File: config.mk
export PLATFORM = sky130hd
export DESIGN_NAME = pavg_accel
export DESIGN_NICKNAME = d
export VERILOG_FILES = /design/src/rtl/pavg_pkg.sv /design/src/rtl/pavg_ctrl.sv /design/src/rtl/pavg_window.sv /design/src/rtl/pavg_lanes.sv /design/src/rtl/pavg_accel.sv
export SDC_FILE = /design/constraint.sdc
export NUM_CORES = 1
export LEC_CHECK = 0
export BUFFER_PORTS_ARGS = -buffer_cell sky130_fd_sc_hd__buf_2
export CAP_MARGIN = 20
export CORE_ASPECT_RATIO = 1.75
export CORE_MARGIN = 2
export CORE_UTILIZATION = 60
export DETAILED_ROUTE_END_ITERATION = 12
export PLACE_DENSITY = 0.86
export SLEW_MARGIN = 10
export SYNTH_ARGS = -nofsm -noshare
export SYNTH_HDL_FRONTEND = slang
export SYNTH_SLANG_ARGS = --single-unit
export TNS_END_PERCENT = 5
File: constraint.sdc
create_clock -name clk -period 8.7 [get_ports clk]
set_input_delay 0.87 -clock clk [delete_from_list [all_inputs] [get_ports clk]]
set_output_delay 0.87 -clock clk [all_outputs]
set_load 0.05 [all_outputs]
File: src/rtl/pavg_pkg.sv
package pavg_pkg;
  typedef enum logic [2:0] {
    S_IDLE,
    S_RREQ,
    S_RDAT,
    S_EXEC,
    S_WREQ,
    S_WDAT,
    S_FIN
  } phase_e;
endpackage

File: src/rtl/pavg_ctrl.sv
module pavg_ctrl
  import pavg_pkg::*;
#(
  parameter int N_GROUPS = 256,
  parameter int LANES    = 4,
  parameter int ADDR_W   = 32,
  parameter int LEN_W    = 4,
  parameter int BEAT_W   = $clog2(LANES + 1)
) (
  input  logic              clk,
  input  logic              rst_n,
  input  logic              start,
  input  logic [ADDR_W-1:0] in_base,
  input  logic [ADDR_W-1:0] out_base,
  input  logic              rd_req_ready,
  input  logic              rd_data_valid,
  input  logic              wr_req_ready,
  input  logic              wr_ready,
  output logic [BEAT_W-1:0] beat,
  output logic              win_we,
  output logic              exec_en,
  output logic              rd_req_valid,
  output logic [ADDR_W-1:0] rd_addr,
  output logic [LEN_W-1:0]  rd_len,
  output logic              rd_data_ready,
  output logic              wr_req_valid,
  output logic [ADDR_W-1:0] wr_addr,
  output logic [LEN_W-1:0]  wr_len,
  output logic              wr_valid,
  output logic              wr_last,
  output logic              done
);
  localparam int GRP_W  = (N_GROUPS > 1) ? $clog2(N_GROUPS) : 1;
  localparam int STRIDE = LANES * 4;

  phase_e            st_q, st_d;
  logic [GRP_W-1:0]  grp_q, grp_d;
  logic [BEAT_W-1:0] beat_q, beat_d;
  logic [ADDR_W-1:0] ib_q, ob_q;
  logic              base_en;
  logic [ADDR_W-1:0] grp_off;

  assign base_en = (st_q == S_IDLE) && start;

  always_comb begin
    st_d   = st_q;
    grp_d  = grp_q;
    beat_d = beat_q;
    case (st_q)
      S_IDLE: if (start) begin
        st_d  = S_RREQ;
        grp_d = '0;
      end
      S_RREQ: if (rd_req_ready) begin
        st_d   = S_RDAT;
        beat_d = '0;
      end
      S_RDAT: if (rd_data_valid) begin
        if (beat_q == BEAT_W'(LANES)) st_d = S_EXEC;
        else beat_d = beat_q + BEAT_W'(1);
      end
      S_EXEC: st_d = S_WREQ;
      S_WREQ: if (wr_req_ready) begin
        st_d   = S_WDAT;
        beat_d = '0;
      end
      S_WDAT: if (wr_ready) begin
        if (beat_q == BEAT_W'(LANES - 1)) begin
          if (grp_q == GRP_W'(N_GROUPS - 1)) st_d = S_FIN;
          else begin
            st_d  = S_RREQ;
            grp_d = grp_q + GRP_W'(1);
          end
        end else begin
          beat_d = beat_q + BEAT_W'(1);
        end
      end
      S_FIN:   st_d = S_IDLE;
      default: st_d = S_IDLE;
    endcase
  end

  always_ff @(posedge clk or negedge rst_n) begin
    if (!rst_n) begin
      st_q   <= S_IDLE;
      grp_q  <= '0;
      beat_q <= '0;
    end else begin
      st_q   <= st_d;
      grp_q  <= grp_d;
      beat_q <= beat_d;
    end
  end

  always_ff @(posedge clk or negedge rst_n) begin
    if (!rst_n) begin
      ib_q <= '0;
      ob_q <= '0;
    end else if (base_en) begin
      ib_q <= in_base;
      ob_q <= out_base;
    end
  end

  assign grp_off       = ADDR_W'(grp_q) * ADDR_W'(STRIDE);
  assign beat          = beat_q;
  assign rd_req_valid  = (st_q == S_RREQ);
  assign rd_addr       = ib_q + grp_off;
  assign rd_len        = LEN_W'(LANES);
  assign rd_data_ready = (st_q == S_RDAT);
  assign win_we        = rd_data_ready && rd_data_valid;
  assign exec_en       = (st_q == S_EXEC);
  assign wr_req_valid  = (st_q == S_WREQ);
  assign wr_addr       = ob_q + grp_off;
  assign wr_len        = LEN_W'(LANES - 1);
  assign wr_valid      = (st_q == S_WDAT);
  assign wr_last       = wr_valid && (beat_q == BEAT_W'(LANES - 1));
  assign done          = (st_q == S_FIN);

  // a stalled read request keeps its contents
  p_rreq_hold_r5: assert property (@(posedge clk) disable iff (!rst_n)
    rd_req_valid && !rd_req_ready |=> rd_req_valid && $stable(rd_addr) && $stable(rd_len));
  // a stalled write request and a stalled write beat keep their contents
  p_wreq_hold_r6: assert property (@(posedge clk) disable iff (!rst_n)
    wr_req_valid && !wr_req_ready |=> wr_req_valid && $stable(wr_addr));
  p_wlast_hold_r6: assert property (@(posedge clk) disable iff (!rst_n)
    wr_valid && !wr_ready |=> wr_valid && $stable(wr_last));
  // the fifth accepted read beat leads straight into execute
  p_load_then_exec_r3: assert property (@(posedge clk) disable iff (!rst_n)
    win_we && (beat == BEAT_W'(LANES)) |=> exec_en);
  // done lasts a single cycle
  p_done_pulse_r7: assert property (@(posedge clk) disable iff (!rst_n)
    done |=> !done);
  // bases are frozen while busy
  p_base_frozen_r8: assert property (@(posedge clk) disable iff (!rst_n)
    (st_q != S_IDLE) |=> $stable(ib_q) && $stable(ob_q));
endmodule

File: src/rtl/pavg_window.sv
module pavg_window #(
  parameter int DATA_W = 32,
  parameter int WORDS  = 5,
  parameter int BEAT_W = $clog2(WORDS)
) (
  input  logic              clk,
  input  logic              rst_n,
  input  logic              we,
  input  logic [BEAT_W-1:0] beat,
  input  logic [DATA_W-1:0] wdata,
  output logic [DATA_W-1:0] word [WORDS]
);
  logic [DATA_W-1:0] word_q [WORDS];

  for (genvar i = 0; i < WORDS; i++) begin : g_word
    logic hit;
    assign hit = we && (beat == BEAT_W'(i));
    always_ff @(posedge clk) begin
      if (hit) word_q[i] <= wdata;
    end
    assign word[i] = word_q[i];
  end

  // the beat counter never runs past the five-word window
  p_beat_bound_r2: assert property (@(posedge clk) disable iff (!rst_n)
    we |-> (beat <= BEAT_W'(WORDS - 1)));
endmodule

File: src/rtl/pavg_lanes.sv
module pavg_lanes #(
  parameter int DATA_W = 32,
  parameter int LANES  = 4
) (
  input  logic              clk,
  input  logic              en,
  input  logic [DATA_W-1:0] win [LANES+1],
  output logic [DATA_W-1:0] res [LANES]
);
  logic [DATA_W-1:0] res_q [LANES];

  for (genvar i = 0; i < LANES; i++) begin : g_lane
    logic [DATA_W-1:0] sum;
    assign sum = win[i] + win[i+1];
    always_ff @(posedge clk) begin
      if (en) res_q[i] <= sum >> 1;
    end
    assign res[i] = res_q[i];
  end
endmodule

File: src/rtl/pavg_accel.sv
module pavg_accel #(
  parameter int N_GROUPS = 256,
  parameter int LANES    = 4,
  parameter int DATA_W   = 32,
  parameter int ADDR_W   = 32,
  parameter int LEN_W    = 4
) (
  input  logic              clk,
  input  logic              rst_n,
  input  logic              start,
  input  logic [ADDR_W-1:0] in_base,
  input  logic [ADDR_W-1:0] out_base,
  output logic              done,
  output logic              rd_req_valid,
  input  logic              rd_req_ready,
  output logic [ADDR_W-1:0] rd_addr,
  output logic [LEN_W-1:0]  rd_len,
  input  logic              rd_data_valid,
  output logic              rd_data_ready,
  input  logic [DATA_W-1:0] rd_data,
  output logic              wr_req_valid,
  input  logic              wr_req_ready,
  output logic [ADDR_W-1:0] wr_addr,
  output logic [LEN_W-1:0]  wr_len,
  output logic              wr_valid,
  input  logic              wr_ready,
  output logic [DATA_W-1:0] wr_data,
  output logic              wr_last
);
  localparam int WORDS  = LANES + 1;
  localparam int BEAT_W = $clog2(WORDS);
  localparam int LIDX_W = (LANES > 1) ? $clog2(LANES) : 1;

  logic [BEAT_W-1:0] beat;
  logic              win_we;
  logic              exec_en;
  logic [DATA_W-1:0] win [WORDS];
  logic [DATA_W-1:0] res [LANES];

  pavg_ctrl #(
    .N_GROUPS(N_GROUPS), .LANES(LANES), .ADDR_W(ADDR_W),
    .LEN_W(LEN_W), .BEAT_W(BEAT_W)
  ) u_ctrl (
    .clk(clk), .rst_n(rst_n), .start(start),
    .in_base(in_base), .out_base(out_base),
    .rd_req_ready(rd_req_ready), .rd_data_valid(rd_data_valid),
    .wr_req_ready(wr_req_ready), .wr_ready(wr_ready),
    .beat(beat), .win_we(win_we), .exec_en(exec_en),
    .rd_req_valid(rd_req_valid), .rd_addr(rd_addr), .rd_len(rd_len),
    .rd_data_ready(rd_data_ready),
    .wr_req_valid(wr_req_valid), .wr_addr(wr_addr), .wr_len(wr_len),
    .wr_valid(wr_valid), .wr_last(wr_last), .done(done)
  );

  pavg_window #(.DATA_W(DATA_W), .WORDS(WORDS), .BEAT_W(BEAT_W)) u_window (
    .clk(clk), .rst_n(rst_n), .we(win_we), .beat(beat),
    .wdata(rd_data), .word(win)
  );

  pavg_lanes #(.DATA_W(DATA_W), .LANES(LANES)) u_lanes (
    .clk(clk), .en(exec_en), .win(win), .res(res)
  );

  assign wr_data = res[beat[LIDX_W-1:0]];

  // a stalled write beat keeps its data
  p_wdata_hold_r6: assert property (@(posedge clk) disable iff (!rst_n)
    wr_valid && !wr_ready |=> $stable(wr_data));
endmodule

==> flow_summary.ini <==
[setup_path]
crit_path_max_incr_delay_ns = 0.54
startpoint = u_ctrl.grp_q[0]$_DFFE_PN0P_
arrival_ns = 3.77
rr_worst_depth = 10
r2r_slack_ns = 5.01
crit_type = reg2out
worstPathCellList = ha_1 -> fa_1 -> a21o_1 -> a21oi_1 -> o21bai_1 -> a21oi_1 -> o21bai_1 -> a21oi_1 -> nor4_1 -> nand4_1 -> xnor2_1 -> buf_2
r2r_start = u_window.word_q[0][32]$_DFFE_PP_
path_max_fanout = 6
end_kind = primary output
r2r-end = u_lanes.res_q[0][29]$_DFFE_PN_
start_kind = register
path_common_cell = a21oi_1
cpMaxStageDelayCell = a21oi_1
required_ns = 7.83

[cells_and_area]
final_common_cell = edfxtp_1
nFillCells = 2337
fin_nets = 2070
drive_above_1_share = 0.209
final_cell_mix = edfxtp_1, buf_2, ha_1
fin_util = 0.685
final_cells = 2251
area_growth_pct = 12.4

[floorplanning]
io-pin-count = 213
core_mm2 = 0.0329
fp-row-count = 88
dieArea_mm2 = 0.0350
chipWidth_um = 142
dieHeight_um = 246
start_util = 0.609

[yosys]
synthMuxAreaShare = 0.0719
yosysTopAreaCellShare = 0.425
synth.area.top_cells = edfxtp_1, dfrtp_1, ha_1
synth_compound_area_frac = 0.128
ys_seq_area_frac = 0.523
synth_xor_area_frac = 0.0703
yosysWarnings = 0
synth.largest_area_cell = edfxtp_1
synth_top_family_by_area = compound AO/OA/AOI/OAI gates
ys_types = 80
ys.flop_type = edfxtp_1
syn_avg_cell_area_um2 = 12.4
netlist_area_mm2 = 0.0201
syn_inst = 1618
synthSimpleGateAreaFrac = 0.0908
synthAdderAreaFrac = 0.0946
ys_ff_latch = 362
ys_async_sr_fraction = 0.215
synth_edf_count = 284

[global_route]
grt_pass1_vias = 14700
track_usage = 0.291
grt_antenna_before_repair = 3
grt_pass1_wl_mm = 77.0
grt_max_degree = 79
grt-ovfl-total = 0

[cts]
tritoncts = yes
cts.clk_slew.worst_paths_ns = 0.06
cts_buffers = 36
cts_buffer_depth = 3
clock_latency_ns = 0.54
cts_resized = 0
cts_sinks = 362
ctsHoldBuffers = 0
h-tree-depth = 2
post-cts-setup-buffers = 0
cts_root_buffer = clkbuf_16

[power_and_ir_drop]
p_leak_nw = 9.07
swShare = 0.401
p_per_area_mw_per_mm2 = 285
switchingPower_mw = 2.58
total_power_mw = 6.44
p_seq_frac = 0.393
vdd_ir_drop_max_v = 0.000215
p_comb_frac = 0.373
cellInternalPower_mw = 3.85
clock_power_share = 0.234

[timing]
skew_ns = 0.0140
tns_ns = 0
hold_viol = 0
setup_viol = 0
max_freq_mhz = 215
rsz0062_at_grt = no
slew_headroom = 0.263
slew_violations = 0
post-route-period-util = 0.534
worst_pin_slew_ns = 1.11
setup_slack_ns = 4.06
min_period_ns = 4.64

[placed_design]
io_buffer_count = 203
post-dp-hpwl_mm = 37.9
place.gp.congestion = 0.988
place_inst = 2185
post-place-ws_ns = 4.66

[routing]
routed_via_density = 6.28
routedWlPerCell_um = 22.5
wl_mm = 50.7
drc = 0
dr.pass1.iters = 5
drt_iter0_drc = 987
drtAntennaViolNets = 0
vias = 14100

[status]
status = completed

[min_path]
hold_class = in2async

[run]
drv_cap = 0
==> power by group through the flow <==
stage	combinational [mW]	sequential (mW)	clock (mW)
finish	2.40	2.53	1.50
detailed placement	2.40	2.56	0
CTS	2.41	2.53	1.53
global route	2.54	2.57	1.59
floorplan	1.96	2.46	0
global placement	2.35	2.53	0
==> metrics by stage <==
stage          cell area [um^2]  hold WS (ns)
2_1_floorplan             20100         0.482
3_3_place_gp              21400         0.487
3_5_place_dp              21400         0.496
4_1_cts                   22500         0.510
5_1_grt                   22500         0.531
6_report                  22500         0.497
==> final cells by class <==
cell class	instances	area, um^2	area share
antenna	3	7.51	0.000333
tap	405	507	0.0225
multi-input combinational	1168	9200	0.408
inverter	43	161	0.00716
timing repair buffer	208	1070	0.0474
sequential	362	10500	0.465
clock buffer	47	983	0.0436
clock inverter	15	130	0.00577
==> cells by family after synthesis <==
group,after synthesis
AO/OA/AOI/OAI,391
XOR/XNOR,161
adder cells (fa/ha/maj),148
buffers and inverters,95
flip-flops,362
multiplexers,97
other,2
AND/OR/NAND/NOR,362
==> worst max-delay path by stage <==
stage	to	slack [ns]	cells past startpoint
2_1_floorplan	u_lanes.res_q[0][0]$_DFFE_PN_	2.21	3
3_3_place_gp	rd_addr[24]	4.78	12
3_5_place_dp	rd_addr[28]	4.66	12
4_1_cts	rd_addr[28]	4.08	12
5_1_grt	rd_addr[28]	3.80	12
6_report	rd_addr[28]	4.06	12
==> cells in the mapped netlist (19+ instances only) <==
master,count
a21o_1,63
a21oi_1,113
and3_1,25
clkbuf_1,29
dfrtp_1,78
edfxtp_1,284
ha_1,142
inv_1,43
mux2_2,62
mux4_2,31
nand2_1,93
nand2b_1,20
nand3_1,36
nand4_1,19
nor2_1,80
nor3_1,26
o21ai_0,63
o21bai_1,26
xnor2_1,103
xor2_1,58
==> sequential cells by signal, indices dropped and copies added, names as in the netlist <==
register	cells
u_window.word_q	160
u_ctrl.grp_q	8
u_ctrl.ib_q	32
u_ctrl.ob_q	32
u_lanes.res_q	124
u_ctrl.beat	3
u_ctrl.st_q	3
==> worst max-delay path, delay by kind of cell (launching register included) <==
kind / cells / cell delay, ns
xor gates and xnor gates: 1 / 0.13
DFF: 1 / 0.44
buffers and inverters: 1 / 0.28
adders and majority gates: 2 / 0.67
and+or+nand+nor: 2 / 0.33
AOI/OAI and AO/OA: 6 / 1.39
==> layer usage <==
metal,vias up,track usage,part of all wire
met4,0,0.226,0.084
met5,-,0,0
met1,6837,0.278,0.32
li1,6514,-,-
met2,568,0.548,0.54
met3,210,0.0417,0.051
Power figures use the tool's default switching activity.
